## config.mk

```make
export PLATFORM = sky130hd
export DESIGN_NAME = spi_sclk_cs_timer
export DESIGN_NICKNAME = d
export VERILOG_FILES = /design/src/rtl/spi_tmg_pkg.sv /design/src/rtl/spi_tmg_cfg.sv /design/src/rtl/spi_tmg_clkgen.sv /design/src/rtl/spi_tmg_seq.sv /design/src/rtl/spi_sclk_cs_timer.sv
export SDC_FILE = /design/constraint.sdc
export NUM_CORES = 1
export LEC_CHECK = 0
export BUFFER_PORTS_ARGS = -buffer_cell sky130_fd_sc_hd__buf_2
export CELL_PAD_IN_SITES_DETAIL_PLACEMENT = 1
export CELL_PAD_IN_SITES_GLOBAL_PLACEMENT = 1
export CORE_ASPECT_RATIO = 2
export CORE_MARGIN = 1.5
export CORE_UTILIZATION = 41
export CTS_CLUSTER_SIZE = 24
export DETAILED_ROUTE_END_ITERATION = 10
export PLACE_DENSITY = 0.83
export SKIP_LAST_GASP = 1
export SYNTH_ARGS = -nofsm -noshare
export SYNTH_HDL_FRONTEND = slang
export SYNTH_SLANG_ARGS = --single-unit
```

## constraint.sdc

```tcl
create_clock -name clk -period 3.1 [get_ports clk]
set_input_delay 0.31 -clock clk [delete_from_list [all_inputs] [get_ports clk]]
set_output_delay 0.31 -clock clk [all_outputs]
set_load 0.05 [all_outputs]
```

## src/rtl/spi_tmg_pkg.sv

```systemverilog
package spi_tmg_pkg;

  typedef enum logic [1:0] {
    SEQ_IDLE  = 2'd0,
    SEQ_SETUP = 2'd1,
    SEQ_RUN   = 2'd2,
    SEQ_HOLD  = 2'd3
  } seq_state_t;

endpackage

```

## src/rtl/spi_tmg_cfg.sv

```systemverilog
module spi_tmg_cfg #(
  parameter int DIV_W = 4,
  parameter int DLY_W = 8,
  parameter int CS_W  = 4
) (
  input  logic             clk,
  input  logic             rst_n,
  input  logic             load,
  input  logic [DIV_W-1:0] baud_in,
  input  logic             cpol_in,
  input  logic             cpha_in,
  input  logic [CS_W-1:0]  sel_in,
  input  logic             dec_in,
  input  logic [DLY_W-1:0] setup_in,
  input  logic [DLY_W-1:0] hold_in,
  input  logic [DLY_W-1:0] dev_in,
  input  logic [DLY_W-1:0] gap_in,
  output logic [DIV_W-1:0] baud_q,
  output logic             cpol_q,
  output logic             cpha_q,
  output logic             dec_q,
  output logic [CS_W-1:0]  cs_code,
  output logic [DLY_W-1:0] setup_q,
  output logic [DLY_W-1:0] hold_q,
  output logic [DLY_W-1:0] dev_q,
  output logic [DLY_W-1:0] gap_q
);

  localparam int IDX_W = (CS_W > 1) ? $clog2(CS_W) : 1;

  logic [CS_W-1:0] sel_q;

  // Turn the captured field into the active-low line pattern.
  function automatic logic [CS_W-1:0] cs_lines(input logic [CS_W-1:0] sel,
                                               input logic dec);
    logic [CS_W-1:0] hot;
    hot = '0;
    hot[sel[IDX_W-1:0]] = 1'b1;
    return dec ? sel : ~hot;
  endfunction

  always_ff @(posedge clk or negedge rst_n) begin
    if (!rst_n) begin
      baud_q  <= '0;
      cpol_q  <= 1'b0;
      cpha_q  <= 1'b0;
      sel_q   <= '0;
      dec_q   <= 1'b0;
      setup_q <= '0;
      hold_q  <= '0;
      dev_q   <= '0;
      gap_q   <= '0;
    end else if (load) begin
      baud_q  <= baud_in;
      cpol_q  <= cpol_in;
      cpha_q  <= cpha_in;
      sel_q   <= sel_in;
      dec_q   <= dec_in;
      setup_q <= setup_in;
      hold_q  <= hold_in;
      dev_q   <= dev_in;
      gap_q   <= gap_in;
    end
  end

  assign cs_code = cs_lines(sel_q, dec_q);

endmodule

```

## src/rtl/spi_tmg_clkgen.sv

```systemverilog
module spi_tmg_clkgen #(
  parameter int DIV_W = 4,
  parameter int BITS  = 8
) (
  input  logic             clk,
  input  logic             rst_n,
  input  logic             run,
  input  logic [DIV_W-1:0] baud,
  input  logic             cpol,
  input  logic             cpha,
  output logic             byte_end,
  output logic             sclk,
  output logic             sample_stb,
  output logic             shift_stb
);

  localparam int EDGES = 2 * BITS;
  localparam int EW    = $clog2(EDGES);

  logic [DIV_W-1:0] dcnt;
  logic [EW-1:0]    ecnt;
  logic             tick;

  // Even-numbered transitions lead; phase 0 samples on them.
  function automatic logic is_sample(input logic edge_lsb, input logic ph);
    return edge_lsb == ph;
  endfunction

  assign tick     = run && (dcnt == baud);
  assign byte_end = tick && (ecnt == EW'(EDGES - 1));

  always_ff @(posedge clk or negedge rst_n) begin
    if (!rst_n) begin
      dcnt       <= '0;
      ecnt       <= '0;
      sclk       <= 1'b0;
      sample_stb <= 1'b0;
      shift_stb  <= 1'b0;
    end else if (!run) begin
      dcnt       <= '0;
      ecnt       <= '0;
      sclk       <= cpol;
      sample_stb <= 1'b0;
      shift_stb  <= 1'b0;
    end else begin
      sample_stb <= tick && is_sample(ecnt[0], cpha);
      shift_stb  <= tick && !is_sample(ecnt[0], cpha);
      if (tick) begin
        dcnt <= '0;
        ecnt <= (ecnt == EW'(EDGES - 1)) ? '0 : ecnt + 1'b1;
        sclk <= ~sclk;
      end else begin
        dcnt <= dcnt + 1'b1;
      end
    end
  end

  p_strobe_on_edge_r3: assert property (@(posedge clk) disable iff (!rst_n)
    (sample_stb || shift_stb) |-> (sclk != $past(sclk)));

  p_no_edge_idle_r1: assert property (@(posedge clk) disable iff (!rst_n)
    (!$past(run) && !run) |-> $stable(sclk) || (sclk == $past(cpol)));

endmodule

```

## src/rtl/spi_tmg_seq.sv

```systemverilog
module spi_tmg_seq
  import spi_tmg_pkg::*;
#(
  parameter int DLY_W = 8,
  parameter int CS_W  = 4
) (
  input  logic             clk,
  input  logic             rst_n,
  input  logic             enable,
  input  logic             xfer_start,
  input  logic             last_byte,
  input  logic             byte_end,
  input  logic [CS_W-1:0]  cs_code,
  input  logic [DLY_W-1:0] setup_q,
  input  logic [DLY_W-1:0] hold_q,
  input  logic [DLY_W-1:0] dev_q,
  input  logic [DLY_W-1:0] gap_q,
  output logic             run,
  output logic             at_rest,
  output logic             idle,
  output logic [CS_W-1:0]  cs_n
);

  seq_state_t       st;
  logic [DLY_W-1:0] cnt;
  logic [DLY_W-1:0] hi_cnt;
  logic [CS_W-1:0]  prev_code;
  logic             pend;
  logic             last_q;
  logic [DLY_W-1:0] need;
  logic             gap_ok;
  logic             launch;
  logic             finish;

  // Longer separation when the next transfer addresses other lines.
  function automatic logic [DLY_W-1:0] high_time(input logic [CS_W-1:0] nxt,
                                                 input logic [CS_W-1:0] prv,
                                                 input logic [DLY_W-1:0] dev,
                                                 input logic [DLY_W-1:0] gap);
    return (nxt != prv) ? dev : gap;
  endfunction

  assign need    = high_time(cs_code, prev_code, dev_q, gap_q);
  assign gap_ok  = hi_cnt >= need;
  assign at_rest = (st == SEQ_IDLE);
  assign run     = (st == SEQ_RUN);
  assign idle    = at_rest && gap_ok;
  assign launch  = at_rest && pend && enable && gap_ok;
  assign finish  = byte_end && (last_q || last_byte);

  always_ff @(posedge clk or negedge rst_n) begin
    if (!rst_n) begin
      st        <= SEQ_IDLE;
      cnt       <= '0;
      hi_cnt    <= '1;
      prev_code <= '1;
      pend      <= 1'b0;
      last_q    <= 1'b0;
      cs_n      <= '1;
    end else begin
      pend <= (pend && !launch) || (xfer_start && enable);
      if ((st == SEQ_SETUP || st == SEQ_RUN) && last_byte) last_q <= 1'b1;
      case (st)
        SEQ_IDLE: begin
          if (hi_cnt != '1) hi_cnt <= hi_cnt + 1'b1;
          if (launch) begin
            st        <= SEQ_SETUP;
            cnt       <= setup_q;
            cs_n      <= cs_code;
            prev_code <= cs_code;
            last_q    <= 1'b0;
          end
        end
        SEQ_SETUP: begin
          if (cnt == '0) st <= SEQ_RUN;
          else           cnt <= cnt - 1'b1;
        end
        SEQ_RUN: begin
          if (finish) begin
            st  <= SEQ_HOLD;
            cnt <= hold_q;
          end
        end
        default: begin
          if (cnt == '0) begin
            st     <= SEQ_IDLE;
            cs_n   <= '1;
            hi_cnt <= '0;
          end else begin
            cnt <= cnt - 1'b1;
          end
        end
      endcase
    end
  end

  p_idle_cs_high_r12: assert property (@(posedge clk) disable iff (!rst_n)
    idle |-> (&cs_n));

  p_no_clock_in_setup_r6: assert property (@(posedge clk) disable iff (!rst_n)
    (st == SEQ_SETUP) |-> !byte_end);

  p_cs_steady_r5: assert property (@(posedge clk) disable iff (!rst_n)
    (!(&cs_n) && !(&$past(cs_n))) |-> $stable(cs_n));

endmodule

```

## src/rtl/spi_sclk_cs_timer.sv

```systemverilog
module spi_sclk_cs_timer #(
  parameter int DIV_W = 4,
  parameter int DLY_W = 8,
  parameter int CS_W  = 4,
  parameter int BITS  = 8
) (
  input  logic             clk,
  input  logic             rst_n,
  input  logic             enable,
  input  logic [DIV_W-1:0] baud,
  input  logic             cpol,
  input  logic             cpha,
  input  logic [CS_W-1:0]  cs_sel,
  input  logic             cs_decode,
  input  logic [DLY_W-1:0] dly_setup,
  input  logic [DLY_W-1:0] dly_hold,
  input  logic [DLY_W-1:0] dly_dev,
  input  logic [DLY_W-1:0] dly_gap,
  input  logic             xfer_start,
  input  logic             last_byte,
  output logic             sclk,
  output logic [CS_W-1:0]  cs_n,
  output logic             sample_stb,
  output logic             shift_stb,
  output logic             idle
);

  logic [DIV_W-1:0] baud_q;
  logic             cpol_q;
  logic             cpha_q;
  logic             dec_q;
  logic [CS_W-1:0]  cs_code;
  logic [DLY_W-1:0] setup_q, hold_q, dev_q, gap_q;
  logic             run;
  logic             at_rest;
  logic             byte_end;
  logic             cfg_load;

  assign cfg_load = !enable && at_rest;

  spi_tmg_cfg #(.DIV_W(DIV_W), .DLY_W(DLY_W), .CS_W(CS_W)) u_cfg (
    .clk(clk), .rst_n(rst_n), .load(cfg_load),
    .baud_in(baud), .cpol_in(cpol), .cpha_in(cpha),
    .sel_in(cs_sel), .dec_in(cs_decode),
    .setup_in(dly_setup), .hold_in(dly_hold), .dev_in(dly_dev), .gap_in(dly_gap),
    .baud_q(baud_q), .cpol_q(cpol_q), .cpha_q(cpha_q), .dec_q(dec_q),
    .cs_code(cs_code),
    .setup_q(setup_q), .hold_q(hold_q), .dev_q(dev_q), .gap_q(gap_q)
  );

  spi_tmg_clkgen #(.DIV_W(DIV_W), .BITS(BITS)) u_clk (
    .clk(clk), .rst_n(rst_n), .run(run), .baud(baud_q),
    .cpol(cpol_q), .cpha(cpha_q), .byte_end(byte_end),
    .sclk(sclk), .sample_stb(sample_stb), .shift_stb(shift_stb)
  );

  spi_tmg_seq #(.DLY_W(DLY_W), .CS_W(CS_W)) u_seq (
    .clk(clk), .rst_n(rst_n), .enable(enable),
    .xfer_start(xfer_start), .last_byte(last_byte), .byte_end(byte_end),
    .cs_code(cs_code), .setup_q(setup_q), .hold_q(hold_q),
    .dev_q(dev_q), .gap_q(gap_q),
    .run(run), .at_rest(at_rest), .idle(idle), .cs_n(cs_n)
  );

  p_rest_level_r2: assert property (@(posedge clk) disable iff (!rst_n)
    ((&cs_n) && (&$past(cs_n))) |-> (sclk == $past(cpol_q)));

  p_onecold_r4: assert property (@(posedge clk) disable iff (!rst_n)
    (!dec_q && !(&cs_n)) |-> ($countones(~cs_n) == 1));

  p_cfg_frozen_r11: assert property (@(posedge clk) disable iff (!rst_n)
    $past(enable) |-> ($stable(baud_q) && $stable(cpol_q) && $stable(cs_code)));

endmodule

```

# Word level (Yosys, flattened, before mapping)
# Index checks and enable logic that the tools add are counted.
[totals]
inputBits = 48
wordCells = 105
output_inout_bits = 8
register_bits = 82
[op_classes]
bitwise = 3
n_lt_le_gt_ge = 3
eq_ne = 13
muxes = 31
n_addsub = 4
reduce_logical = 30
[op_table]
columns = ["operator", "count"]
rows = [
  ["$mux W8", 6],
  ["$mux W4", 8],
  ["$pmux W8 S2", 2],
  ["$logic_and A1 B1 Y1", 14],
  ["$reduce_and A3 Y1", 3],
  ["$add A4 B1 Y4 const B", 2],
  ["$add A8 B1 Y8 const B", 1],
  ["$ge A8 B8 Y1", 1],
  ["$logic_not A8 Y1", 1],
  ["$mux W1", 8],
  ["$mux W2", 4],
  ["$ne A8 B8 Y1 const B", 1],
  ["$pmux W4 S2", 1],
  ["$sub A8 B1 Y8 const B", 1],
  ["$ne A2 B1 Y1 const B", 3],
  ["$pmux W2 S3", 1],
  ["$eq A4 B4 Y1", 1],
  ["$eq A4 B4 Y1 const B", 1],
  ["$ne A2 B2 Y1 const B", 2],
  ["$ne A4 B4 Y1", 1],
  ["$not A4 Y4", 1],
  ["$reduce_and A4 Y1", 1],
  ["$logic_not A1 Y1", 3],
  ["$logic_or A1 B1 Y1", 3],
  ["other kinds (13)", 14],
]

# Depth between registers and ports, before layout
[logic_depth]
depth_word = 13
ltp_mapped = 14
depth_no_buf = 13

# Hierarchy
# From an unflattened synthesis, not the netlist that was laid out.
[hier_totals]
hier_cells = 344
area_unflattened_um2 = 4362.9
[modules_own_cells]
columns = ["mod", "area_each_um2", "cells_per_inst", "instances", "seq_area_each_um2"]
rows = [
  ["spi_tmg_seq", 1986.9, 193, 1, 720.7],
  ["spi_tmg_cfg", 1820.5, 101, 1, 1076.0],
  ["spi_tmg_clkgen", 541.8, 49, 1, 275.3],
  ["spi_sclk_cs_timer", 13.8, 1, 1, 0.0],
]

# Least setup slack after synthesis
# No wires, ideal clock.
[synth_path]
path_type = "register to register"
from = "reg u_cfg.dec_q"
to = "reg u_seq.cnt[2]"
setup_slack_ns = -0.249
required_time_ns = 2.975
arrival_time_ns = 3.224
path_stages_with_launch = 14
synth_period_minus_slack_ns = 3.349
setup_ns = 0.125
n_path_buf = 0
path_cell_list = "dfrtp_1 -> inv_1 -> nor2_1 -> a31oi_1 -> xnor2_1 -> nand4_2 -> mux2_2 -> ha_1 -> nand2b_1 -> a2111o_1 -> a31oi_2 -> o21ai_2 -> o211ai_4 -> mux2_4"
[synth_via]
elab_chain_cells = 7
[synth_lines]
columns = ["element", "line_no", "rtl"]
rows = [
  ["start: declaration", "spi_tmg_cfg.sv:21", "output logic dec_q,"],
  ["start signal: assignment", "spi_tmg_cfg.sv:58", "dec_q <= dec_in;"],
  ["$mux W4", "spi_tmg_cfg.sv:39", "return dec ? sel : ~hot;"],
  ["$ne A4 B4 Y1", "spi_tmg_seq.sv:40", "return (nxt != prv) ? dev : gap;"],
  ["$mux W8", "spi_tmg_seq.sv:40", ""],
  ["$ge A8 B8 Y1", "spi_tmg_seq.sv:44", "assign gap_ok = hi_cnt >= need;"],
  ["$logic_and A1 B1 Y1", "spi_tmg_seq.sv:48", "assign launch = at_rest && pend && enable && gap_ok;"],
  ["$ne A2 B1 Y1 (no source line)", "-", ""],
  ["$reduce_and A3 Y1 (no source line)", "-", ""],
  ["end signal: assignment", "spi_tmg_seq.sv:68", "cnt <= setup_q;"],
  ["end signal: assignment", "spi_tmg_seq.sv:76", "else cnt <= cnt - 1'b1;"],
  ["end signal: assignment", "spi_tmg_seq.sv:81", "cnt <= hold_q;"],
  ["end: declaration", "spi_tmg_seq.sv:25", "logic [DLY_W-1:0] cnt;"],
]
# No other way between the ends.
# A chain may end at the register's enable or synchronous reset.

# Final worst setup path
[layout_path]
from = "reg u_cfg.sel_q[1]"
to = "out idle"
[layout_via]
elab_chain_cells = 10
word_cells_on_any_way = 11
cone_classes = "3 x order compare; 1 x eq/ne; 4 x mux; 1 x bitwise; 2 x reduce/logical"
[layout_lines]
columns = ["element", "line_no", "rtl"]
rows = [
  ["start: declaration", "spi_tmg_cfg.sv:31", "logic [CS_W-1:0] sel_q;"],
  ["start signal: assignment", "spi_tmg_cfg.sv:57", "sel_q <= sel_in;"],
  ["$lt A2 B3 Y1 (not written as such) / $ge A2 B1 Y1 (equally long branches)", "spi_tmg_cfg.sv:38", "hot[sel[IDX_W-1:0]] = 1'b1;"],
  ["$logic_and A1 B1 Y1 (not written as such)", "spi_tmg_cfg.sv:38", ""],
  ["$mux W1 (not written as such)", "spi_tmg_cfg.sv:38", ""],
  ["$demux W1 S2", "-", ""],
  ["$not A4 Y4", "spi_tmg_cfg.sv:39", ""],
  ["$mux W4 (*)", "spi_tmg_cfg.sv:39", ""],
  ["$ne A4 B4 Y1 (*)", "spi_tmg_seq.sv:40", ""],
  ["$mux W8 (*)", "spi_tmg_seq.sv:40", ""],
  ["$ge A8 B8 Y1 (*)", "spi_tmg_seq.sv:44", ""],
  ["$logic_and A1 B1 Y1 (*)", "spi_tmg_seq.sv:47", "assign idle = at_rest && gap_ok;"],
  ["end: declaration", "spi_sclk_cs_timer.sv:25", "output logic idle"],
]
# Every way passes the cells marked *; elsewhere a longest branch is shown, timed or not.

==> impl_metrics.py <==
metrics = {
    "status": {
        "run_status": "finished with violations",
        "violations": "setup timing",
    },
    "synth": {
        "netlist_top_cells_area": "dfrtp_1 (40%), mux2_2 (12%), dfstp_2 (10%), ha_1 (4.6%), mux2i_1 (2.9%)",
        "synth-async-reset-ratio_pct": 100,
        "ys_types": 53,
        "synth_area_per_cell_um2": 11.8,
        "ys_seq_elements": 82,
        "synth_top_cell_by_area": "dfrtp_1",
        "synth_edf_count": 0,
        "synth_warnings": 0,
        "postSynthCellCount": 346,
        "synth_nets": 409,
        "yosys_most_used_dff": "dfrtp_1",
        "synth_top_cell_area_share_pct": 40.4,
        "syn_area_um2": 4080,
        "ys_seq_area_share_pct": 50.7,
    },
    "setup_path": {
        "cp.required_ps": 2790,
        "cp_data_arrival_time_ps": 3130,
        "path_class": "flop to output pin",
        "worstRegToRegCells": 16,
        "reg2reg_slack_ps": -290,
        "cp-endpoint": "idle",
        "cp_max_fo": 5,
        "r2r-start": "u_cfg.sel_q[1]",
        "cp-start-kind": "flop",
        "slowest_stage": "a2111o_1",
        "r2r-end": "u_seq.cs_n[2]",
        "path_cells": "nor3b_4 -> a21oi_2 -> xnor2_2 -> nand4_4 -> buf_6 -> mux2i_1 -> ha_1 -> a2111o_1 -> a31oi_4 -> nor2b_4 -> buf_8",
        "critPathBufInv": 2,
        "cp.depth": 11,
        "end_kind": "output pin",
        "slowest_delay_ps": 480,
        "crit_family": "compound AO/OA/AOI/OAI gates",
        "cp-startpoint": "u_cfg.sel_q[1]",
    },
    "die": {
        "initial_utilization_pct": 42.1,
        "pin_count": 56,
        "die_y_um": 144,
        "rows": 51,
        "core-area_um2": 9700,
        "dieArea_um2": 10600,
        "die_w_um": 73.6,
    },
    "detailed_routing": {
        "drc": 0,
        "finalWirelength_mm": 10.5,
        "antenna_left": 0,
        "drt_iter0_markers": 99,
        "drtPass1Iterations": 4,
        "vias": 3021,
        "wl_per_cell_um": 18.8,
        "vias_per_cell": 5.41,
    },
    "global_route": {
        "antenna_found_initial": 0,
        "grt-ovfl-total": 0,
        "grt_pass1_wl_mm": 16.7,
        "grt.total_usage_pct": 21.2,
        "grt_max_degree": 83,
        "grt_pass1_vias": 3426,
    },
    "power": {
        "powerDensity_nw_per_um2": 1070,
        "clkPwrFrac_pct": 19.4,
        "pwr-share-comb_pct": 45.8,
        "leakage_nw": 2.28,
        "ir_worst_vdd_mv": 0.652,
        "power_frac_seq_pct": 34.8,
        "power_mw": 5.51,
        "p_int_mw": 3.37,
        "switching_share_pct": 38.9,
        "power.switching_mw": 2.14,
    },
    "final_layout": {
        "fillers": 1074,
        "final_layout_size_suffix_gt1_share_pct": 44.6,
        "layoutNonFillerInstCount": 558,
        "diodes": 0,
        "syn_to_final_growth_pct": 25.9,
        "fin_nets": 484,
        "multiInputGateArea_um2": 2090,
        "seqCellArea_um2": 2080,
        "final_area_um2": 5140,
    },
    "timing": {
        "fin_crit_sh_pct": 111,
        "max-slew-margin-rel_pct": 29.9,
        "achievable-frequency_mhz": 290,
        "worst_pin_slew_ps": 1050,
        "finalSetupViolations": 20,
        "slew_violations": 0,
        "skew_ps": 8.57,
        "finalHoldViolCount": 0,
        "worst_slack_ps": -345,
        "period_minus_slack_ps": 3440,
        "rsz0062_at_grt": "true",
    },
    "clock_tree": {
        "clk_pin_slew_ps": 60,
        "cts_tree": "yes",
        "clk_latency_ps": 340,
        "cts_hold_buffers": 0,
        "cts_buffer_depth": 2,
        "htreeDepth": 3,
        "clock-root-buffer": "clkbuf_16",
        "cts_inserted_buffers": 9,
        "cts_sinks": 82,
    },
    "hold_path": {
        "holdCritPathClass": "primary input to async pin",
    },
    "placement": {
        "place_area_um2": 4630,
        "finalWeightedCongestion": 0.851,
        "dpl.cell_count": 534,
        "dp_hpwl_mm": 7.00,
        "io_buffer_count": 55,
    },
    "job": {
        "maxCapViolCount": 0,
    },
}
==> layer usage <==
layer / part of all wire (%) / up-vias / GRT usage, %
met5: 0 / - / 0
met4: 3.2 / 0 / 11.6
met3: 2.5 / 27 / 3.97
met2: 59 / 65 / 39.4
met1: 35 / 1541 / 21.3
li1: - / 1388 / -
==> layout by cell type, fill, tap and decap left out, drive strengths merged, types with 9 or more instances in the layout <==
cell type	instances
a21oi	14
buf	77
clkbuf	11
dfrtp	66
dfstp	16
ha	15
inv	9
mux2	47
mux2i	12
nand2	17
nand3	11
nor2	30
o21ai	11
xnor2	10
xor2	9
==> worst reg2reg max path: stages, from the launching register on <==
cell and delay, ps:
dfrtp_2 460, nor3b_4 170, a21oi_2 230, xnor2_2 180, nand4_4 150, buf_4 180, mux2i_1 140, ha_1 320
nand2_1 90, o21ai_1 160, buf_4 150, a31oi_4 40, buf_4 190, buf_4 140, or4_1 470, o21ai_0 110
a21oi_1 110
==> sequential cells by signal, indices dropped and copies added, names as in the netlist, 2 cells and up <==
register	cells
u_clk.dcnt	4
u_seq.st	2
u_cfg.dev_q	8
u_seq.cs_n	4
u_seq.hi_cnt	8
u_seq.cnt	8
u_seq.prev_code	4
u_cfg.sel_q	4
u_clk.ecnt	4
u_cfg.gap_q	8
u_cfg.setup_q	8
u_cfg.hold_q	8
u_cfg.baud_q	4
==> worst min path at each step <==
| stage | end | slack, ps | depth (start not counted) |
|---|---|---|---|
| after floorplan | u_cfg.baud_q[0] | 10 | 0 |
| after global placement | u_cfg.gap_q[6] | 490 | 1 |
| after detailed placement | u_seq.pend | 490 | 1 |
| after CTS | u_cfg.sel_q[2] | 180 | 3 |
| after global routing | u_cfg.hold_q[1] | 200 | 2 |
| final | u_cfg.dev_q[1] | 140 | 1 |
==> area by class of cell <==
| class | instances | area share [%] |
|---|---|---|
| Clock buffer | 11 | 4.72 |
| Sequential cell | 82 | 40.4 |
| Multi-Input combinational cell | 241 | 40.6 |
| Inverter | 10 | 0.827 |
| Timing Repair Buffer | 77 | 9.20 |
| Clock inverter | 5 | 1.05 |
| Tap cell | 132 | 3.21 |
==> Yosys cell counts, types with 2 or more instances <==
library cell,count
and3_1,4
a222oi_1,2
ha_1,15
o21ai_0,10
xor2_1,9
inv_1,10
or4_1,2
mux2i_1,12
nand2b_1,4
nor2b_1,4
o41ai_1,2
a22o_1,2
a21oi_1,14
a22oi_1,3
mux2_2,45
a221oi_1,3
a31oi_1,4
xnor2_1,10
and2_1,3
o211ai_4,2
dfstp_2,16
nor3_1,3
nand2_1,16
o2bb2ai_1,4
and4_1,2
buf_1,4
dfrtp_1,66
nor2_1,30
or2_2,3
nand3_1,11
clkbuf_1,8
nor3b_1,2
==> power by group through the flow <==
stage          registers (mW)  clock network [mW]  logic (mW)
2_1_floorplan            1.88                   0        1.59
3_3_place_gp             1.86                   0        2.16
3_5_place_dp             1.89                   0        2.28
4_1_cts                  1.91                1.09        2.43
5_1_grt                  1.98                1.12        2.75
6_report                 1.92                1.07        2.52
==> through the flow <==
stage          setup TNS, ps  util [%]  hold slack [ps]  setup slack, ps
6_report               -3390      53.0              138             -345
4_1_cts                 -860      52.3              177             -206
2_1_floorplan           -166         -             14.4             -107
3_3_place_gp            -129      47.8              490            -43.2
3_5_place_dp           -3230      47.8              490             -278
5_1_grt                -5850      53.0              196             -441
==> timing repair <==
item,in CTS,in global routing
endpoints found under the setup margin,19,21
setup buffers,3,5
gates resized for setup,24,9
pin swaps,7,11
cloned,0,0
hold endpoints to repair,0,0
==> cells by family (layout without fill, tap and decap cells) <==
logic type | after synthesis | after routing | synth area share, %
xor gates and xnor gates | 19 | 19 | 4.07
buffers and inverters | 23 | 103 | 2.14
AOI/OAI and AO/OA | 55 | 55 | 10.2
DFF | 82 | 82 | 50.7
adders and majority gates | 15 | 15 | 4.60
and+or+nand+nor | 93 | 93 | 12.3
muxes | 59 | 59 | 16.0
No activity file was read; power rests on OpenSTA's default activity.
